[config.mk]
export PLATFORM = sky130hd
export DESIGN_NAME = pwr_rst_seq
export DESIGN_NICKNAME = d
export VERILOG_FILES = /design/src/rtl/pwrseq_pkg.sv /design/src/rtl/bit_sync.sv /design/src/rtl/pgood_debounce.sv /design/src/rtl/rst_seq_fsm.sv /design/src/rtl/pwr_rst_seq.sv
export SDC_FILE = /design/constraint.sdc
export NUM_CORES = 1
export LEC_CHECK = 0
export CORE_MARGIN = 2
export CORE_UTILIZATION = 60
export CTS_CLUSTER_DIAMETER = 30
export DETAILED_ROUTE_END_ITERATION = 10
export GPL_TIMING_DRIVEN = 0
export PLACE_DENSITY_LB_ADDON = 0.12
export SETUP_SLACK_MARGIN = 0.15
export SLEW_MARGIN = 20
export SYNTH_ARGS = -nofsm -noshare
export SYNTH_HDL_FRONTEND = slang
export SYNTH_SLANG_ARGS = --single-unit
[constraint.sdc]
create_clock -name clk -period 3.4 [get_ports clk]
set_input_delay 1.02 -clock clk [delete_from_list [all_inputs] [get_ports clk]]
set_output_delay 1.02 -clock clk [all_outputs]
set_load 0.03 [all_outputs]
[src/rtl/pwrseq_pkg.sv]
package pwrseq_pkg;

  typedef enum logic [2:0] {
    ST_OFF  = 3'd0,
    ST_HOST = 3'd1,
    ST_PBUS = 3'd2,
    ST_LINK = 3'd3,
    ST_ON   = 3'd4,
    ST_STOP = 3'd5,
    ST_SLP  = 3'd6
  } seq_state_e;

  function automatic int max2(input int a, input int b);
    return (a > b) ? a : b;
  endfunction

  function automatic logic is_up(input seq_state_e s);
    return (s == ST_HOST) || (s == ST_PBUS) || (s == ST_LINK) || (s == ST_ON);
  endfunction

endpackage

[src/rtl/bit_sync.sv]
module bit_sync #(
  parameter logic RST_VAL = 1'b0
) (
  input  logic clk,
  input  logic rst_n,
  input  logic d,
  output logic q
);
  logic meta;

  always_ff @(posedge clk or negedge rst_n) begin
    if (!rst_n) begin
      meta <= RST_VAL;
      q    <= RST_VAL;
    end else begin
      meta <= d;
      q    <= meta;
    end
  end
endmodule

[src/rtl/pgood_debounce.sv]
module pgood_debounce #(
  parameter int DEB_CYC = 16,
  parameter int CW      = 5
) (
  input  logic clk,
  input  logic rst_n,
  input  logic pg_in,
  output logic pg_deb
);
  logic [CW-1:0] run_cnt;
  localparam logic [CW-1:0] RUN_LAST = CW'(DEB_CYC - 1);

  always_ff @(posedge clk or negedge rst_n) begin
    if (!rst_n) begin
      run_cnt <= '0;
      pg_deb  <= 1'b0;
    end else if (!pg_in) begin
      run_cnt <= '0;
      pg_deb  <= 1'b0;
    end else if (!pg_deb) begin
      if (run_cnt == RUN_LAST) pg_deb <= 1'b1;
      else                     run_cnt <= run_cnt + 1'b1;
    end
  end

  // a rise needs the input high in the cycle before
  a_r1_rise_needs_high: assert property (@(posedge clk) disable iff (!rst_n)
    $rose(pg_deb) |-> $past(pg_in));
  // any low input drops the filtered level at the next edge
  a_r2_low_drops: assert property (@(posedge clk) disable iff (!rst_n)
    !pg_in |=> !pg_deb);
endmodule

[src/rtl/rst_seq_fsm.sv]
module rst_seq_fsm
  import pwrseq_pkg::*;
#(
  parameter int HOST_TO_PB = 19,
  parameter int PB_LONG    = 100,
  parameter int PB_SHORT   = 40,
  parameter int PB_TO_LINK = 30,
  parameter int NB_DLY     = 10,
  parameter int STOP_LEAD  = 20,
  parameter int SLP_LAG    = 5,
  parameter int CW         = 8
) (
  input  logic clk,
  input  logic rst_n,
  input  logic pg_deb,
  input  logic kbd_ok,
  input  logic len_short,
  output logic host_rst_n,
  output logic pbus_rst_n,
  output logic link_rst_n,
  output logic bridge_pok,
  output logic cpu_stop_n,
  output logic sleep_n
);
  seq_state_e    state, nxt;
  logic [CW-1:0] cnt, cnt_n;
  logic [CW-1:0] nb_cnt, nb_cnt_n;

  localparam logic [CW-1:0] LD_HOST_L = CW'(PB_LONG  - HOST_TO_PB - 1);
  localparam logic [CW-1:0] LD_HOST_S = CW'(PB_SHORT - HOST_TO_PB - 1);
  localparam logic [CW-1:0] LD_PBUS   = CW'(HOST_TO_PB - 1);
  localparam logic [CW-1:0] LD_LINK   = CW'(PB_TO_LINK - 1);
  localparam logic [CW-1:0] LD_STOP   = CW'(STOP_LEAD - 1);
  localparam logic [CW-1:0] LD_SLP    = CW'(SLP_LAG - 1);
  localparam logic [CW-1:0] LD_NB     = CW'(NB_DLY - 1);

  always_comb begin
    nxt   = state;
    cnt_n = cnt;
    unique case (state)
      ST_OFF: if (pg_deb) begin
        nxt   = ST_HOST;
        cnt_n = len_short ? LD_HOST_S : LD_HOST_L;
      end
      ST_HOST: begin
        if (!pg_deb) begin
          nxt = ST_STOP; cnt_n = LD_STOP;
        end else if (cnt != '0) begin
          cnt_n = cnt - 1'b1;
        end else if (kbd_ok) begin
          nxt = ST_PBUS; cnt_n = LD_PBUS;
        end
      end
      ST_PBUS: begin
        if (!pg_deb) begin
          nxt = ST_STOP; cnt_n = LD_STOP;
        end else if (cnt != '0) begin
          cnt_n = cnt - 1'b1;
        end else begin
          nxt = ST_LINK; cnt_n = LD_LINK;
        end
      end
      ST_LINK: begin
        if (!pg_deb) begin
          nxt = ST_STOP; cnt_n = LD_STOP;
        end else if (cnt != '0) begin
          cnt_n = cnt - 1'b1;
        end else begin
          nxt = ST_ON;
        end
      end
      ST_ON: if (!pg_deb) begin
        nxt = ST_STOP; cnt_n = LD_STOP;
      end
      ST_STOP: begin
        if (cnt != '0) cnt_n = cnt - 1'b1;
        else begin
          nxt = ST_SLP; cnt_n = LD_SLP;
        end
      end
      ST_SLP: begin
        if (cnt != '0) cnt_n = cnt - 1'b1;
        else           nxt = ST_OFF;
      end
      default: nxt = ST_OFF;
    endcase
  end

  // bridge power-ok timer runs from entry into the power-up states
  always_comb begin
    if (!is_up(nxt))           nb_cnt_n = LD_NB;
    else if (!is_up(state))    nb_cnt_n = LD_NB;
    else if (nb_cnt != '0)     nb_cnt_n = nb_cnt - 1'b1;
    else                       nb_cnt_n = '0;
  end

  always_ff @(posedge clk or negedge rst_n) begin
    if (!rst_n) begin
      state      <= ST_OFF;
      cnt        <= '0;
      nb_cnt     <= LD_NB;
      host_rst_n <= 1'b0;
      pbus_rst_n <= 1'b0;
      link_rst_n <= 1'b0;
      bridge_pok <= 1'b0;
      cpu_stop_n <= 1'b0;
      sleep_n    <= 1'b0;
    end else begin
      state      <= nxt;
      cnt        <= cnt_n;
      nb_cnt     <= nb_cnt_n;
      host_rst_n <= (nxt == ST_PBUS) || (nxt == ST_LINK) || (nxt == ST_ON);
      pbus_rst_n <= (nxt == ST_LINK) || (nxt == ST_ON);
      link_rst_n <= (nxt == ST_ON) || ((nxt == ST_STOP) && link_rst_n);
      bridge_pok <= is_up(nxt) && (nb_cnt_n == '0);
      cpu_stop_n <= (nxt == ST_ON);
      sleep_n    <= (nxt != ST_OFF);
    end
  end

  // host reset asserted one edge after filtered power-good is low
  a_r2_host_down: assert property (@(posedge clk) disable iff (!rst_n)
    !pg_deb |=> !host_rst_n);
  // ordering of the releases
  a_r3_pbus_after_host: assert property (@(posedge clk) disable iff (!rst_n)
    $rose(pbus_rst_n) |-> host_rst_n && $past(host_rst_n));
  a_r3_link_after_pbus: assert property (@(posedge clk) disable iff (!rst_n)
    $rose(link_rst_n) |-> pbus_rst_n && $past(pbus_rst_n));
  // bridge power-ok follows a filtered fall at once
  a_r5_pok_drop: assert property (@(posedge clk) disable iff (!rst_n)
    $fell(pg_deb) |=> !bridge_pok);
  // keyboard reset keeps the host reset held
  a_r6_kbd_hold: assert property (@(posedge clk) disable iff (!rst_n)
    (!kbd_ok && !host_rst_n) |=> !host_rst_n);
  // stop leads the link reset, sleep trails it
  a_r7_stop_leads: assert property (@(posedge clk) disable iff (!rst_n)
    $fell(link_rst_n) |-> !cpu_stop_n && $past(!cpu_stop_n));
  a_r7_sleep_trails: assert property (@(posedge clk) disable iff (!rst_n)
    $fell(sleep_n) |-> !link_rst_n);
  // stop releases with the link reset
  a_r9_stop_with_link: assert property (@(posedge clk) disable iff (!rst_n)
    $rose(cpu_stop_n) |-> $rose(link_rst_n));
endmodule

[src/rtl/pwr_rst_seq.sv]
module pwr_rst_seq
  import pwrseq_pkg::*;
#(
  parameter int DEB_CYC    = 2_500_000,
  parameter int HOST_TO_PB = 19,
  parameter int PB_LONG    = 26_750_000,
  parameter int PB_SHORT   = 625_000,
  parameter int PB_TO_LINK = 400_000,
  parameter int NB_DLY     = 250,
  parameter int STOP_LEAD  = 10_000,
  parameter int SLP_LAG    = 1_000
) (
  input  logic clk,
  input  logic rst_n,
  input  logic pg_raw,
  input  logic kbd_rst_n,
  input  logic rst_len_short,
  output logic host_rst_n,
  output logic pbus_rst_n,
  output logic link_rst_n,
  output logic bridge_pok,
  output logic cpu_stop_n,
  output logic sleep_n
);
  localparam int MAXD = max2(max2(max2(DEB_CYC, PB_LONG), max2(PB_SHORT, PB_TO_LINK)),
                             max2(max2(NB_DLY, STOP_LEAD), max2(SLP_LAG, HOST_TO_PB)));
  localparam int CW = $clog2(MAXD + 1);

  logic pg_s, kbd_s, pg_deb;

  bit_sync #(.RST_VAL(1'b0)) u_pg_sync  (.clk(clk), .rst_n(rst_n), .d(pg_raw),    .q(pg_s));
  bit_sync #(.RST_VAL(1'b0)) u_kbd_sync (.clk(clk), .rst_n(rst_n), .d(kbd_rst_n), .q(kbd_s));

  pgood_debounce #(.DEB_CYC(DEB_CYC), .CW(CW)) u_deb (
    .clk(clk), .rst_n(rst_n), .pg_in(pg_s), .pg_deb(pg_deb)
  );

  rst_seq_fsm #(
    .HOST_TO_PB(HOST_TO_PB), .PB_LONG(PB_LONG), .PB_SHORT(PB_SHORT),
    .PB_TO_LINK(PB_TO_LINK), .NB_DLY(NB_DLY), .STOP_LEAD(STOP_LEAD),
    .SLP_LAG(SLP_LAG), .CW(CW)
  ) u_fsm (
    .clk(clk), .rst_n(rst_n), .pg_deb(pg_deb), .kbd_ok(kbd_s),
    .len_short(rst_len_short),
    .host_rst_n(host_rst_n), .pbus_rst_n(pbus_rst_n), .link_rst_n(link_rst_n),
    .bridge_pok(bridge_pok), .cpu_stop_n(cpu_stop_n), .sleep_n(sleep_n)
  );

  initial begin
    assert (PB_SHORT > HOST_TO_PB && PB_LONG > HOST_TO_PB && HOST_TO_PB >= 1 &&
            NB_DLY >= 1 && STOP_LEAD >= 1 && SLP_LAG >= 1 && PB_TO_LINK >= 1 && DEB_CYC >= 1)
      else $error("pwr_rst_seq: delay parameters out of range");
  end
endmodule

==> metrics.md <==
| Metric | Value |
|---|---|
| P_leak | `0.00233 µW` |
| Share of cells above drive strength 1 | `7.21%` |
| CP max FO | `7` |
| Comb pwr share | `2.4%` |
| Final Hold Vio Count | `0` |
| DR pass1 iterations | `6` |
| I/O pin count | `11` |
| Final nets | `629` |
| CTS Hold Buffers Added | `0` |
| Hold Path End | `u_pg_sync.q` |
| Seq/Total Area, Yosys | `43.1%` |
| Synthesized area per cell | `8.72 µm²` |
| Path depth of the worst reg2reg path | `9` |
| CTS root buf | `clkbuf_8` |
| Worst Path Buf+Inv | `1` |
| Gate Count Post-Synth | `595` |
| Wire per inst | `17.4 µm` |
| First-pass GRT wire length | `21.7 mm` |
| Kind of critical path | `reg -> reg` |
| Post-DRT Antenna Nets | `0` |
| Clock transition at path regs | `0.11 ns` |
| R2R Path End | `u_fsm.cnt[6]` |
| CP Launch Type | `flip-flop` |
| Status | `complete, no violations` |
| Slew @ Worst Pin | `0.814 ns` |
| EDFF count, synth | `0` |
| Main flop type after synthesis | `dfrtp_1` |
| Synth unique cells | `63` |
| CP required | `3.68 ns` |
| RD Place Congestion | `1.01` |
| Die Y | `97.0 µm` |
| Mapped cell area | `0.00519 mm²` |
| CP cell instances | `inv_1 > ha_1 > or4b_4 > or2_2 > nor3_2 > o21ai_0 > a211oi_1 > a21oi_1 > a211o_1` |
| # diodes | `0` |
| Post-layout util | `68.2%` |
| Critical Path Stages | `9` |
| DR vias/cell | `6.30` |
| Worst R2R Start | `u_fsm.cnt[0]` |
| Net load switching power | `480 µW` |
| Hold_sp | `u_pg_sync.meta` |
| Tot Pwr | `1840 µW` |
| Reg-to-reg setup timing slack | `0.32 ns` |
| Pwr Density | `326 mW/mm²` |
| Crit path capture type | `flip-flop` |
| Setup violations, final | `0` |
| Clk Latency, worst-skew pair | `0.38 ns` |
| Total CTS buffers | `9` |
| Sequential share of power | `57.9%` |
| Slowest stage delay, CP | `0.53 ns` |
| Cell-internal power | `1360 µW` |
| GR Overflow Total | `0` |
| Layout area overhead | `9.10%` |
| Most frequent cells in the layout | `nor2_1, dfrtp_1, nand2_1, o21ai_0, a21oi_1` |
| CP arrival | `3.36 ns` |
| FP Rows | `33` |
| Tmin final | `3.08 ns` |
| DPL Wire Length | `8.96 mm` |
| Hold/Removal Path Class | `reg -> reg` |
| Core box area | `0.00830 mm²` |
| Clk sinks | `89` |
| Slew Viols, Final | `0` |
| Clk pwr share | `39.7%` |
| RSZ-0062 raised after global routing | `yes` |
| H-tree lvl count | `3` |
| Largest net degree at the start of global routing | `55` |
| Gr usage total | `28.3%` |
| Tcrit/Tclk final | `90.6%` |
| Placed cell areas | `0.00544 mm²` |
| Sw frac | `26.0%` |
| Routed WL | `12.7 mm` |
| Max Clk Rate | `0.325 GHz` |
| CTS Buffer Depth | `2` |
| DRT iter0 DRCs | `448` |
| Vias in the first global route | `4382` |
| Slowest library cell on the worst path | `or4b_4` |
| Cell area after layout | `0.00566 mm²` |
| Commonest non-fill, non-tap cell in the layout | `nor2_1` |
| Worst Hold Depth | `0` |
| Async S/R FF share, synth | `100%` |
| Slew HR | `45.1%` |
| Initial antenna violation count | `0` |
| DRC violations left | `0` |
| Mapped Nets | `605` |
| Max-Cap Viols | `0` |
| Worst vdd ir | `0.262 mV` |
| Die area | `0.00940 mm²` |
| CTS tree | `built` |
| Delay-heaviest family, CP | `simple AND/OR/NAND/NOR gates` |
| Vias | `4594` |
| Ys Warns | `0` |
| Setup_tns | `0 ns` |
| FF+latch count, synth | `89` |
| IO buf count | `10` |
| Worst Skew | `0.0140 ns` |
| Initial Util | `62.5%` |
| Die Width | `97.0 µm` |
==> worst max path at each step <==
stage / from / endpoint
finish: u_fsm.cnt[0] / u_fsm.cnt[6]
CTS: u_fsm.cnt[0] / u_fsm.cnt[0]
global placement: rst_n / u_fsm.sleep_n
global route: u_fsm.cnt[0] / u_fsm.cnt[0]
detailed placement: u_fsm.cnt[0] / u_fsm.cnt[0]
floorplan: u_fsm.cnt[0] / u_fsm.cnt[0]
==> worst reg2reg max path: stages, from the launching register on <==
cell,delay (ns)
dfrtp_1,0.43
inv_1,0.11
ha_1,0.20
or4b_4,0.53
or2_2,0.38
nor3_2,0.48
o21ai_0,0.14
a211oi_1,0.41
a21oi_1,0.07
a211o_1,0.23
==> stage by stage <==
stage                     setup WS (ns)  instances  hold slack (ns)
final                             0.321        729            0.365
after global routing             0.0956        729            0.374
after CTS                         0.167        727            0.369
after detailed placement          0.189        711            0.343
after global placement            -1.84        710            0.331
after floorplan                   0.584        595            0.331
==> kinds of logic (layout without fill, tap and decap cells) <==
kind of cell	count (synthesis)	after routing	share of synthesized area (%)
xor+xnor	44	44	7.43
fa+ha+maj	5	5	1.21
buf+inv	40	69	3.38
simple gates	272	272	27.7
compound gates	145	145	17.2
flops	89	89	43.1
==> power by group through the flow <==
stage                     Clock (µW)  Combinational (µW)  Sequential, µW
after CTS                        743                46.6            1070
after detailed placement           0                46.4            1090
final                            731                44.8            1070
after floorplan                    0                12.2            1090
after global routing             792                52.1            1070
after global placement             0                41.7            1090
==> synthesized netlist by cell type (3+ instances only) <==
library cell	number	area, µm²
a211o_1	3	26.3
a211oi_1	3	22.5
a21oi_1	42	210
a31oi_1	10	62.6
and2_1	11	68.8
and3_1	13	81.3
and4_1	3	26.3
and4b_1	3	30.0
buf_6	3	33.8
clkbuf_1	18	67.6
dfrtp_1	83	2080
dfstp_2	6	158
ha_1	5	62.6
inv_1	15	56.3
nand2_1	46	173
nand2b_1	7	43.8
nand3_1	12	60.1
nand4_1	9	56.3
nand4b_1	3	26.3
nor2_1	87	327
nor2b_1	7	43.8
nor3_1	25	125
nor4_1	8	50.1
nor4bb_1	3	30.0
o21ai_0	46	230
o21ai_1	3	15.0
o22ai_1	4	25.0
o31ai_1	10	75.1
or3_1	13	81.3
or4_1	7	52.6
xnor2_1	21	184
xor2_1	23	201
==> final cells by class <==
type | instances | area [µm²]
repair buffers | 13 | 140
flip-flops and latches | 89 | 2230
clock buffers | 9 | 124
clock inverters | 7 | 67.6
multi-input cells | 466 | 2780
inverters | 17 | 63.8
plain buffers | 23 | 114
well taps | 105 | 131
fillers | 680 | 2640
==> sequential cells by signal (all words and copies together), names as in the netlist, 3 cells and up <==
signal         cells
u_deb.run_cnt     25
u_fsm.cnt         25
u_fsm.nb_cnt      25
u_fsm.state        3
==> per-layer routing <==
layer / up-vias / share of wire (%) / global-route usage [%]
li1: 2186 / - / -
met2: 193 / 44 / 42.2
met3: 31 / 7.3 / 4.62
met1: 2184 / 46 / 41.5
met4: 0 / 2.4 / 10.7
met5: - / 0 / 0
==> what timing repair did <==
item                       4_1_cts  5_1_grt
gates resized for setup          0        2
buffers inserted                 0        2
setup endpoints to repair        0       24
Power figures use the tool's default switching activity.
